File: config.mk
export PLATFORM = sky130hd
export DESIGN_NAME = bounce_text_sprite
export DESIGN_NICKNAME = d
export VERILOG_FILES = /design/src/rtl/bts_pkg.sv /design/src/rtl/bts_axis.sv /design/src/rtl/bts_window.sv /design/src/rtl/bts_glyph_pick.sv /design/src/rtl/bounce_text_sprite.sv
export SDC_FILE = /design/constraint.sdc
export NUM_CORES = 1
export LEC_CHECK = 0
export ABC_AREA = 1
export BUFFER_PORTS_ARGS = -buffer_cell sky130_fd_sc_hd__buf_2
export CAP_MARGIN = 5
export CELL_PAD_IN_SITES_DETAIL_PLACEMENT = 0
export CELL_PAD_IN_SITES_GLOBAL_PLACEMENT = 1
export CORE_AREA = 2 2 75 113
export CTS_CLUSTER_SIZE = 20
export DETAILED_ROUTE_END_ITERATION = 12
export DIE_AREA = 0 0 77 115
export GPL_TIMING_DRIVEN = 0
export PLACE_DENSITY = 0.72
export SLEW_MARGIN = 20
export SYNTH_ARGS = -nofsm -noshare
export SYNTH_HDL_FRONTEND = slang
export SYNTH_SLANG_ARGS = --single-unit
File: constraint.sdc
create_clock -name clk -period 2.02 [get_ports clk]
set_clock_uncertainty 0.05 [all_clocks]
set_input_delay 0.202 -clock clk [delete_from_list [all_inputs] [get_ports clk]]
set_output_delay 0.202 -clock clk [all_outputs]
set_load 0.05 [all_outputs]
File: src/rtl/bts_pkg.sv
package bts_pkg;

    localparam int unsigned COORD_W  = 10;
    localparam int unsigned H_VIS    = 640;
    localparam int unsigned V_VIS    = 480;
    localparam int unsigned SCALE_SH = 3;   // magnification = 2**SCALE_SH
    localparam int unsigned CELL_SH  = 3;   // glyph cell = 2**CELL_SH dots
    localparam int unsigned CODE_W   = 4;
    localparam int unsigned ROW_W    = CELL_SH;
    localparam int unsigned COL_W    = CELL_SH;
    localparam int unsigned GROW_W   = 1 << CELL_SH;
    localparam int unsigned ADDR_W   = CODE_W + ROW_W;

    typedef logic [COORD_W-1:0] coord_t;

    typedef struct packed {
        coord_t pos;
        logic   fwd;
    } axis_state_t;

    typedef struct packed {
        logic [CODE_W-1:0] code;
        logic [ROW_W-1:0]  row;
    } glyph_addr_t;

    // One frame step of a bouncing coordinate confined to [0, lim].
    function automatic axis_state_t axis_next(axis_state_t s, coord_t lim);
        axis_state_t n;
        n = s;
        if (s.fwd) begin
            if (s.pos >= lim) begin
                n.fwd = 1'b0;
                n.pos = s.pos - coord_t'(1);
            end else begin
                n.pos = s.pos + coord_t'(1);
            end
        end else begin
            if (s.pos == '0) begin
                n.fwd = 1'b1;
                n.pos = coord_t'(1);
            end else begin
                n.pos = s.pos - coord_t'(1);
            end
        end
        return n;
    endfunction

endpackage

File: src/rtl/bts_axis.sv
module bts_axis
    import bts_pkg::*;
#(
    parameter int unsigned LIMIT = 384,
    parameter int unsigned START = 100
) (
    input  logic   clk,
    input  logic   rst,
    input  logic   step,
    output coord_t pos
);
    localparam coord_t LIM_C   = coord_t'(LIMIT);
    localparam coord_t START_C = coord_t'(START);

    axis_state_t st_q;

    always_ff @(posedge clk) begin
        if (rst) begin
            st_q.pos <= START_C;
            st_q.fwd <= 1'b1;
        end else if (step) begin
            st_q <= axis_next(st_q, LIM_C);
        end
    end

    assign pos = st_q.pos;
endmodule

File: src/rtl/bts_window.sv
module bts_window
    import bts_pkg::*;
#(
    parameter int unsigned BOX_W = 256,
    parameter int unsigned BOX_H = 64,
    parameter int unsigned IDX_W = 2
) (
    input  coord_t             pix_x,
    input  coord_t             pix_y,
    input  coord_t             box_x,
    input  coord_t             box_y,
    output logic               hit,
    output logic [IDX_W-1:0]   char_idx,
    output logic [COL_W-1:0]   gcol,
    output logic [ROW_W-1:0]   grow
);
    localparam coord_t BOX_W_C = coord_t'(BOX_W);
    localparam coord_t BOX_H_C = coord_t'(BOX_H);
    localparam coord_t H_VIS_C = coord_t'(H_VIS);
    localparam coord_t V_VIS_C = coord_t'(V_VIS);

    coord_t dx;
    coord_t dy;
    logic   visible;
    logic   in_x;
    logic   in_y;

    always_comb begin
        dx      = pix_x - box_x;
        dy      = pix_y - box_y;
        visible = (pix_x < H_VIS_C) && (pix_y < V_VIS_C);
        in_x    = (pix_x >= box_x) && (dx < BOX_W_C);
        in_y    = (pix_y >= box_y) && (dy < BOX_H_C);
        hit     = visible && in_x && in_y;
        // Discarding the low SCALE_SH bits magnifies the glyph.
        gcol     = dx[SCALE_SH +: COL_W];
        char_idx = dx[SCALE_SH + CELL_SH +: IDX_W];
        grow     = dy[SCALE_SH +: ROW_W];
    end
endmodule

File: src/rtl/bts_glyph_pick.sv
module bts_glyph_pick
    import bts_pkg::*;
#(
    parameter int unsigned NCHARS = 4,
    parameter int unsigned IDX_W  = 2,
    parameter logic [NCHARS*CODE_W-1:0] TEXT = 16'h3CA5
) (
    input  logic               hit,
    input  logic [IDX_W-1:0]   char_idx,
    input  logic [COL_W-1:0]   gcol,
    input  logic [ROW_W-1:0]   grow,
    input  logic [GROW_W-1:0]  glyph_row,
    output glyph_addr_t        addr,
    output logic               lit
);
    logic [CODE_W-1:0] code;

    always_comb begin
        code = '0;
        for (int i = 0; i < NCHARS; i++) begin
            if (char_idx == IDX_W'(i)) code = TEXT[i*CODE_W +: CODE_W];
        end
        addr.code = code;
        addr.row  = grow;
        // Bit GROW_W-1 is the leftmost dot of the row.
        lit = hit && glyph_row[~gcol];
    end
endmodule

File: src/rtl/bounce_text_sprite.sv
module bounce_text_sprite
    import bts_pkg::*;
#(
    parameter int unsigned NCHARS  = 4,
    parameter logic [NCHARS*CODE_W-1:0] TEXT = 16'h3CA5,
    parameter int unsigned START_X = 100,
    parameter int unsigned START_Y = 50
) (
    input  logic                 clk,
    input  logic                 rst,
    input  logic [COORD_W-1:0]   pix_x,
    input  logic [COORD_W-1:0]   pix_y,
    input  logic                 frame_start,
    input  logic [GROW_W-1:0]    glyph_row,
    output logic [ADDR_W-1:0]    glyph_addr,
    output logic                 sprite_on
);
    localparam int unsigned IDX_W = (NCHARS > 1) ? $clog2(NCHARS) : 1;
    localparam int unsigned BOX_W = NCHARS << (SCALE_SH + CELL_SH);
    localparam int unsigned BOX_H = 1 << (SCALE_SH + CELL_SH);
    localparam int unsigned X_LIM = H_VIS - BOX_W;
    localparam int unsigned Y_LIM = V_VIS - BOX_H;

    coord_t axis_pos [2];
    coord_t box_x;
    coord_t box_y;

    for (genvar g = 0; g < 2; g++) begin : g_axis
        bts_axis #(
            .LIMIT (g == 0 ? X_LIM : Y_LIM),
            .START (g == 0 ? START_X : START_Y)
        ) u_axis (
            .clk  (clk),
            .rst  (rst),
            .step (frame_start),
            .pos  (axis_pos[g])
        );
    end

    assign box_x = axis_pos[0];
    assign box_y = axis_pos[1];

    logic             hit;
    logic [IDX_W-1:0] char_idx;
    logic [COL_W-1:0] gcol;
    logic [ROW_W-1:0] grow;
    glyph_addr_t      addr;

    bts_window #(
        .BOX_W (BOX_W),
        .BOX_H (BOX_H),
        .IDX_W (IDX_W)
    ) u_window (
        .pix_x    (pix_x),
        .pix_y    (pix_y),
        .box_x    (box_x),
        .box_y    (box_y),
        .hit      (hit),
        .char_idx (char_idx),
        .gcol     (gcol),
        .grow     (grow)
    );

    bts_glyph_pick #(
        .NCHARS (NCHARS),
        .IDX_W  (IDX_W),
        .TEXT   (TEXT)
    ) u_pick (
        .hit       (hit),
        .char_idx  (char_idx),
        .gcol      (gcol),
        .grow      (grow),
        .glyph_row (glyph_row),
        .addr      (addr),
        .lit       (sprite_on)
    );

    assign glyph_addr = addr;
endmodule

==> reports/results.ini, run 1 <==
[setup_path]
startpoint_type=flop
critPathCaptureType=primary output
cp.required_ns=1.77
critPathKind=reg -> out
cp.arrival_ns=2.06
cp_max_fo=6

[timing]
relSlewSlack_pct=60.7
period_share_pct=114
setup_tns_ns=-1.17
tightest_slew_ns=0.589
clock.fmax_mhz=433
fin_ws_ns=-0.292
rsz0062_at_grt=true
min_period_ns=2.31
slew_viol_final=0
finalHoldViolations=0
setup_violations=5

[synthesis]
synth_area_leader_cell=nand2_1
yosys-top-cells-count=nand2_1, inv_1, nor2_1
yosysMostFrequentCell=nand2_1
synth-compound-area-share_pct=14.3
synthMuxAreaShare_pct=0
synth_cell_types=39
syn_inst=461
synth_area_um2=2750
synth-simple-area-share_pct=41.0
ys_seq_area_share_pct=16.0
yosysWarnings=0
synth_top_family_by_area=simple AND/OR/NAND/NOR gates
syn_nets=516
ys.flop_type=dfxtp_1
synthXorXnorAreaFrac_pct=6.27
synth.avg_cell_area_um2=5.97
synthAdderAreaFrac_pct=10.9
synth_top_area_share_pct=16.4
synthArstFlopShare_pct=0
synth_edf_count=0
ys_seq_elements=22
synth.area.top_cells=nand2_1, dfxtp_1, ha_1

[placed_design]
dp.cells=604
dp_hpwl_um=6290
gp_congestion=0.858
place_area_um2=3310
portBuffers=38

[grt]
grt_pass1_wl_um=13300
overflow=0
antenna_found_initial=0
gr-usage-all-layers_pct=18.4
grt_start_max_net_pins=13
grt_pass1_vias=2890

[routing]
wl_per_cell_um=13.0
drc=0
wl_um=8170
firstDrtPassIters=4
vias=3120
via_per_inst=4.97
drt_iter0_drc=128
ant_nets=0

[min_path]
hold_class=in -> reg

[clock_network]
cts_num_sinks=22
cts_buffers=3
clk_path_buf_depth=2
cts_tree=done
h-tree-depth=1
clk_pin_slew_worst_paths_ns=0.07
root_buffer=clkbuf_16
insertion_delay_ns=0.26

[power_and_ir_drop]
powerDensity_nw_per_um2=549
irDropWorstVdd_v=0.000406
cellLeakagePower_nw=1.78
p_total_mw=2.18

[floorplan]
rows=40
die_w_um=77
fp.dieH_um=115
start_util_pct=34.8
die_area_um2=8860
core_um2=7910
io_pins=39

[job]
drv_cap=0

[cells_and_area]
layout-drive-gt1-share_pct=35.8
fin_nets=579
syn2layout_area_growth_pct=44.0
finalInstanceArea_um2=3960
diodes=0
stdcell_count=628

[status]
status=complete, but fails checks
violations=negative setup slack

[area by class of cell]
| cell class | instances | area (µm²) |
|---|---|---|
| sequential | 22 | 485 |
| fill | 843 | 3940 |
| buffer | 6 | 43.8 |
| inverter | 74 | 310 |
| timing repair buffer | 59 | 417 |
| tap | 105 | 131 |
| multi-input combinational | 358 | 2490 |
| clock buffer | 4 | 88.8 |
[repair_timing]
item	CTS	global route
buffers inserted	15	7
pin swaps	14	26
setup endpoints to repair	8	7
endpoints found under the hold margin	0	0
hold buffers	0	0
resized for setup	85	31
[report_power, final]
group          leakage, nW  total [mW]  switching [mW]  internal [mW]
combinational         1.55        1.22           0.702          0.517
sequential           0.186       0.475          0.0244          0.451
clock               0.0442       0.482           0.179          0.303
[sequential cells by signal (all words and copies together), names as in the netlist]
name	cells
g_axis.u_axis.pos	20
g_axis.u_axis.st_q	2
[kinds of logic after synthesis]
logic type	count (synthesis)
and+or+nand+nor	252
buffers and inverters	81
AOI/OAI and AO/OA	64
adders and majority gates	24
DFF	22
xor gates and xnor gates	18
[per-stage QoR]
stage                     worst slack (ns)  utilization (%)  hold slack, ns
after global routing                -0.404             50.1           0.179
after global placement              -0.347             41.8           0.433
after CTS                           -0.314             48.6           0.159
after detailed placement            -0.352             41.8           0.443
after floorplan                     -0.337                -           0.311
final                               -0.292             50.1           0.162
[final timing paths]
path / slack (ns) / to / cells past startpoint / startpoint
min: 0.16 / g_axis[0].u_axis.pos[3] / 4 / rst
max: -0.29 / glyph_addr[3] / 10 / g_axis[0].u_axis.pos[3]
min reg2reg: 0.42 / g_axis[1].u_axis.pos[2] / 1 / g_axis[1].u_axis.pos[2]
max reg2reg: 0.20 / g_axis[0].u_axis.pos[6] / 11 / g_axis[0].u_axis.pos[0]
[worst max-delay path, cell delays in order, from the launching register on]
cell and delay (ns):
dfxtp_2 0.35, inv_4 0.06, ha_4 0.27, nand2_4 0.08, nor2_4 0.04, nand2_2 0.07
nand3_4 0.11, a21oi_4 0.19, xor2_4 0.29, xor2_4 0.17, buf_6 0.17
[metal layers]
| metal | GRT usage [%] | share of wire, % | wire [µm] | up-vias |
|---|---|---|---|---|
| li1 | - | - | - | 1613 |
| met1 | 20.8 | 41 | 3370 | 1427 |
| met2 | 36.5 | 54 | 4410 | 72 |
| met3 | 2.59 | 3.8 | 310 | 8 |
| met4 | 3.10 | 0.91 | 74 | 0 |
| met5 | 0 | 0 | 0 | - |
[cell usage in the layout (no fill, tap or decap), drive strengths merged]
| cell | instances |
|---|---|
| nor3 | 8 |
| o211ai | 7 |
| or2 | 2 |
| a21oi | 26 |
| ha | 24 |
| o221ai | 1 |
| nand3 | 46 |
| clkbuf | 9 |
| and3 | 1 |
| o21bai | 2 |
| and2 | 2 |
| o21ai | 23 |
| a31oi | 3 |
| nor2 | 54 |
| nand4 | 9 |
| inv | 74 |
| nand2 | 126 |
| nor4 | 1 |
| nand3b | 3 |
| xor2 | 16 |
| dfxtp | 22 |
| a21o | 1 |
| buf | 60 |
| xnor2 | 2 |
| o21a | 1 |
(Power assumes the default switching activity.)
==> inputs of run 2 (changes only) <==
PLACE_DENSITY = 0.81   (was 0.72)
==> reports/results.ini, run 2 (same netlist as run 1, synthesis figures left out) <==
[power_and_ir_drop]
switchingPower_mw=0.893
irDropWorstVdd_v=0.000667
cellLeakagePower_nw=1.79
pwr-share-comb_pct=55.9
p_sw_share_pct=41.2
powerDensity_nw_per_um2=549
seq_power_share_pct=22.0
p_int_mw=1.27
p_total_mw=2.17
p_clk_share_pct=22.0

[clock_network]
insertion_delay_ns=0.26
cts_num_sinks=22
h-tree-depth=1
holdBufCountCts=0
cts_tree=done
clk_pin_slew_worst_paths_ns=0.07
root_buffer=clkbuf_16
cts_buffers=3
clk_path_buf_depth=2

[cells_and_area]
largest_reg_flops=20
largest-register=g_axis.u_axis.pos
layout_commonest_cell=nand2_1
diodes=0
fin_nets=584
reg_top3=g_axis.u_axis.pos x20, g_axis.u_axis.st_q x2
fillers=843
ff_latch_area_um2=474
mostFrequentLayoutCells=nand2_1, inv_1, nor2_1, nand3_1, buf_2
multiInputGateArea_um2=2450
syn2layout_area_growth_pct=43.5
layout-drive-gt1-share_pct=36.0

[setup_path]
startpoint_type=flop
cp.arrival_ns=2.05
critPathKind=reg -> out
critPathCaptureType=primary output
cp_max_fo=7
cp.required_ns=1.77

[floorplan]
die_w_um=77
core_um2=7910
io_pins=39
die_area_um2=8860
start_util_pct=34.8
fp.dieH_um=115
rows=40

[routing]
vias=3130
drt_iter0_drc=119
firstDrtPassIters=5
ant_nets=0
wl_met3_um=252
wl_um=8090
wl_met1_um=3350
drc=0
wl_per_cell_um=12.8
wl_met2_um=4380
via_per_inst=4.94
highest_layer=met4

[placed_design]
dp_hpwl_um=6220
portBuffers=38
gp_congestion=0.878

[timing]
worst_hold_slack_ns=0.164
setup_tns_ns=-1.04
slew_viol_final=0
rsz0062_at_grt=true
tightest_slew_ns=0.573
finalHoldViolations=0
setup_violations=5
min_period_ns=2.30
relSlewSlack_pct=61.8
clock.fmax_mhz=434
fin_ws_ns=-0.283
period_share_pct=114

[grt]
grt_pass1_wl_um=13200
gr-usage-all-layers_pct=18.0
grt_pass1_vias=2881
grt_start_max_net_pins=13
antenna_found_initial=0
overflow=0

[status]
status=complete, but fails checks
violations=negative setup slack

[job]
drv_cap=0

[min_path]
hold_class=in -> reg

-- run 2: final cells by class --
class                           instances  area share [%]
Buffer                                  6            1.11
Clock buffer                            4            2.25
Inverter                               74            7.86
Multi-Input combinational cell        358            61.9
Sequential cell                        22            12.0
Tap cell                              105            3.33
Timing Repair Buffer                   64            11.5
-- run 2: metal layers --
layer,track usage (%),vias up
met2,34.7,59
met5,0,-
li1,-,1625
met4,3.45,0
met3,2.28,8
met1,21.3,1438
-- run 2: critical path: stages, from the launching register on --
cell and delay (ns):
dfxtp_4 0.38, inv_8 0.05, ha_4 0.30, buf_4 0.12, nand2_1 0.07, nor2_1 0.15, nand3_1 0.13, nand4_1 0.11
nand2_1 0.06, inv_1 0.05, nand3_1 0.11, nor2_4 0.10, buf_6 0.16
-- run 2: worst paths after layout --
check	startpoint	endpoint	slack [ns]	cells after the start
hold reg to reg	g_axis[0].u_axis.st_q[0]	g_axis[0].u_axis.st_q[0]	0.47	2
setup / recovery	g_axis[1].u_axis.pos[5]	sprite_on	-0.28	12
hold / removal	rst	g_axis[0].u_axis.pos[3]	0.16	4
setup reg to reg	g_axis[0].u_axis.pos[0]	g_axis[0].u_axis.pos[8]	0.21	11
-- run 2: power by group through the flow --
stage | combinational (mW) | sequential [mW] | clock (mW)
after global routing | 1.31 | 0.480 | 0.497
after CTS | 1.17 | 0.475 | 0.481
after detailed placement | 0.936 | 0.489 | 0
after floorplan | 0.744 | 0.483 | 0
final | 1.21 | 0.477 | 0.478
after global placement | 0.928 | 0.488 | 0
-- run 2: repair_timing --
action / 4_1_cts / 5_1_grt
setup endpoints to repair: 8 / 7
endpoints found under the hold margin: 0 / 0
pin swaps: 19 / 23
setup buffers: 22 / 4
resized for setup: 78 / 29
-- run 2: through the flow --
stage                     setup WS [ns]  instance area [µm²]  instances  utilization, %
after floorplan                  -0.337                 2980        461               -
after global placement           -0.331                 3310        604            41.8
after detailed placement         -0.343                 3310        604            41.8
after CTS                        -0.287                 3850        630            48.7
after global routing             -0.395                 3950        633            49.9
final                            -0.283                 3950        633            49.9
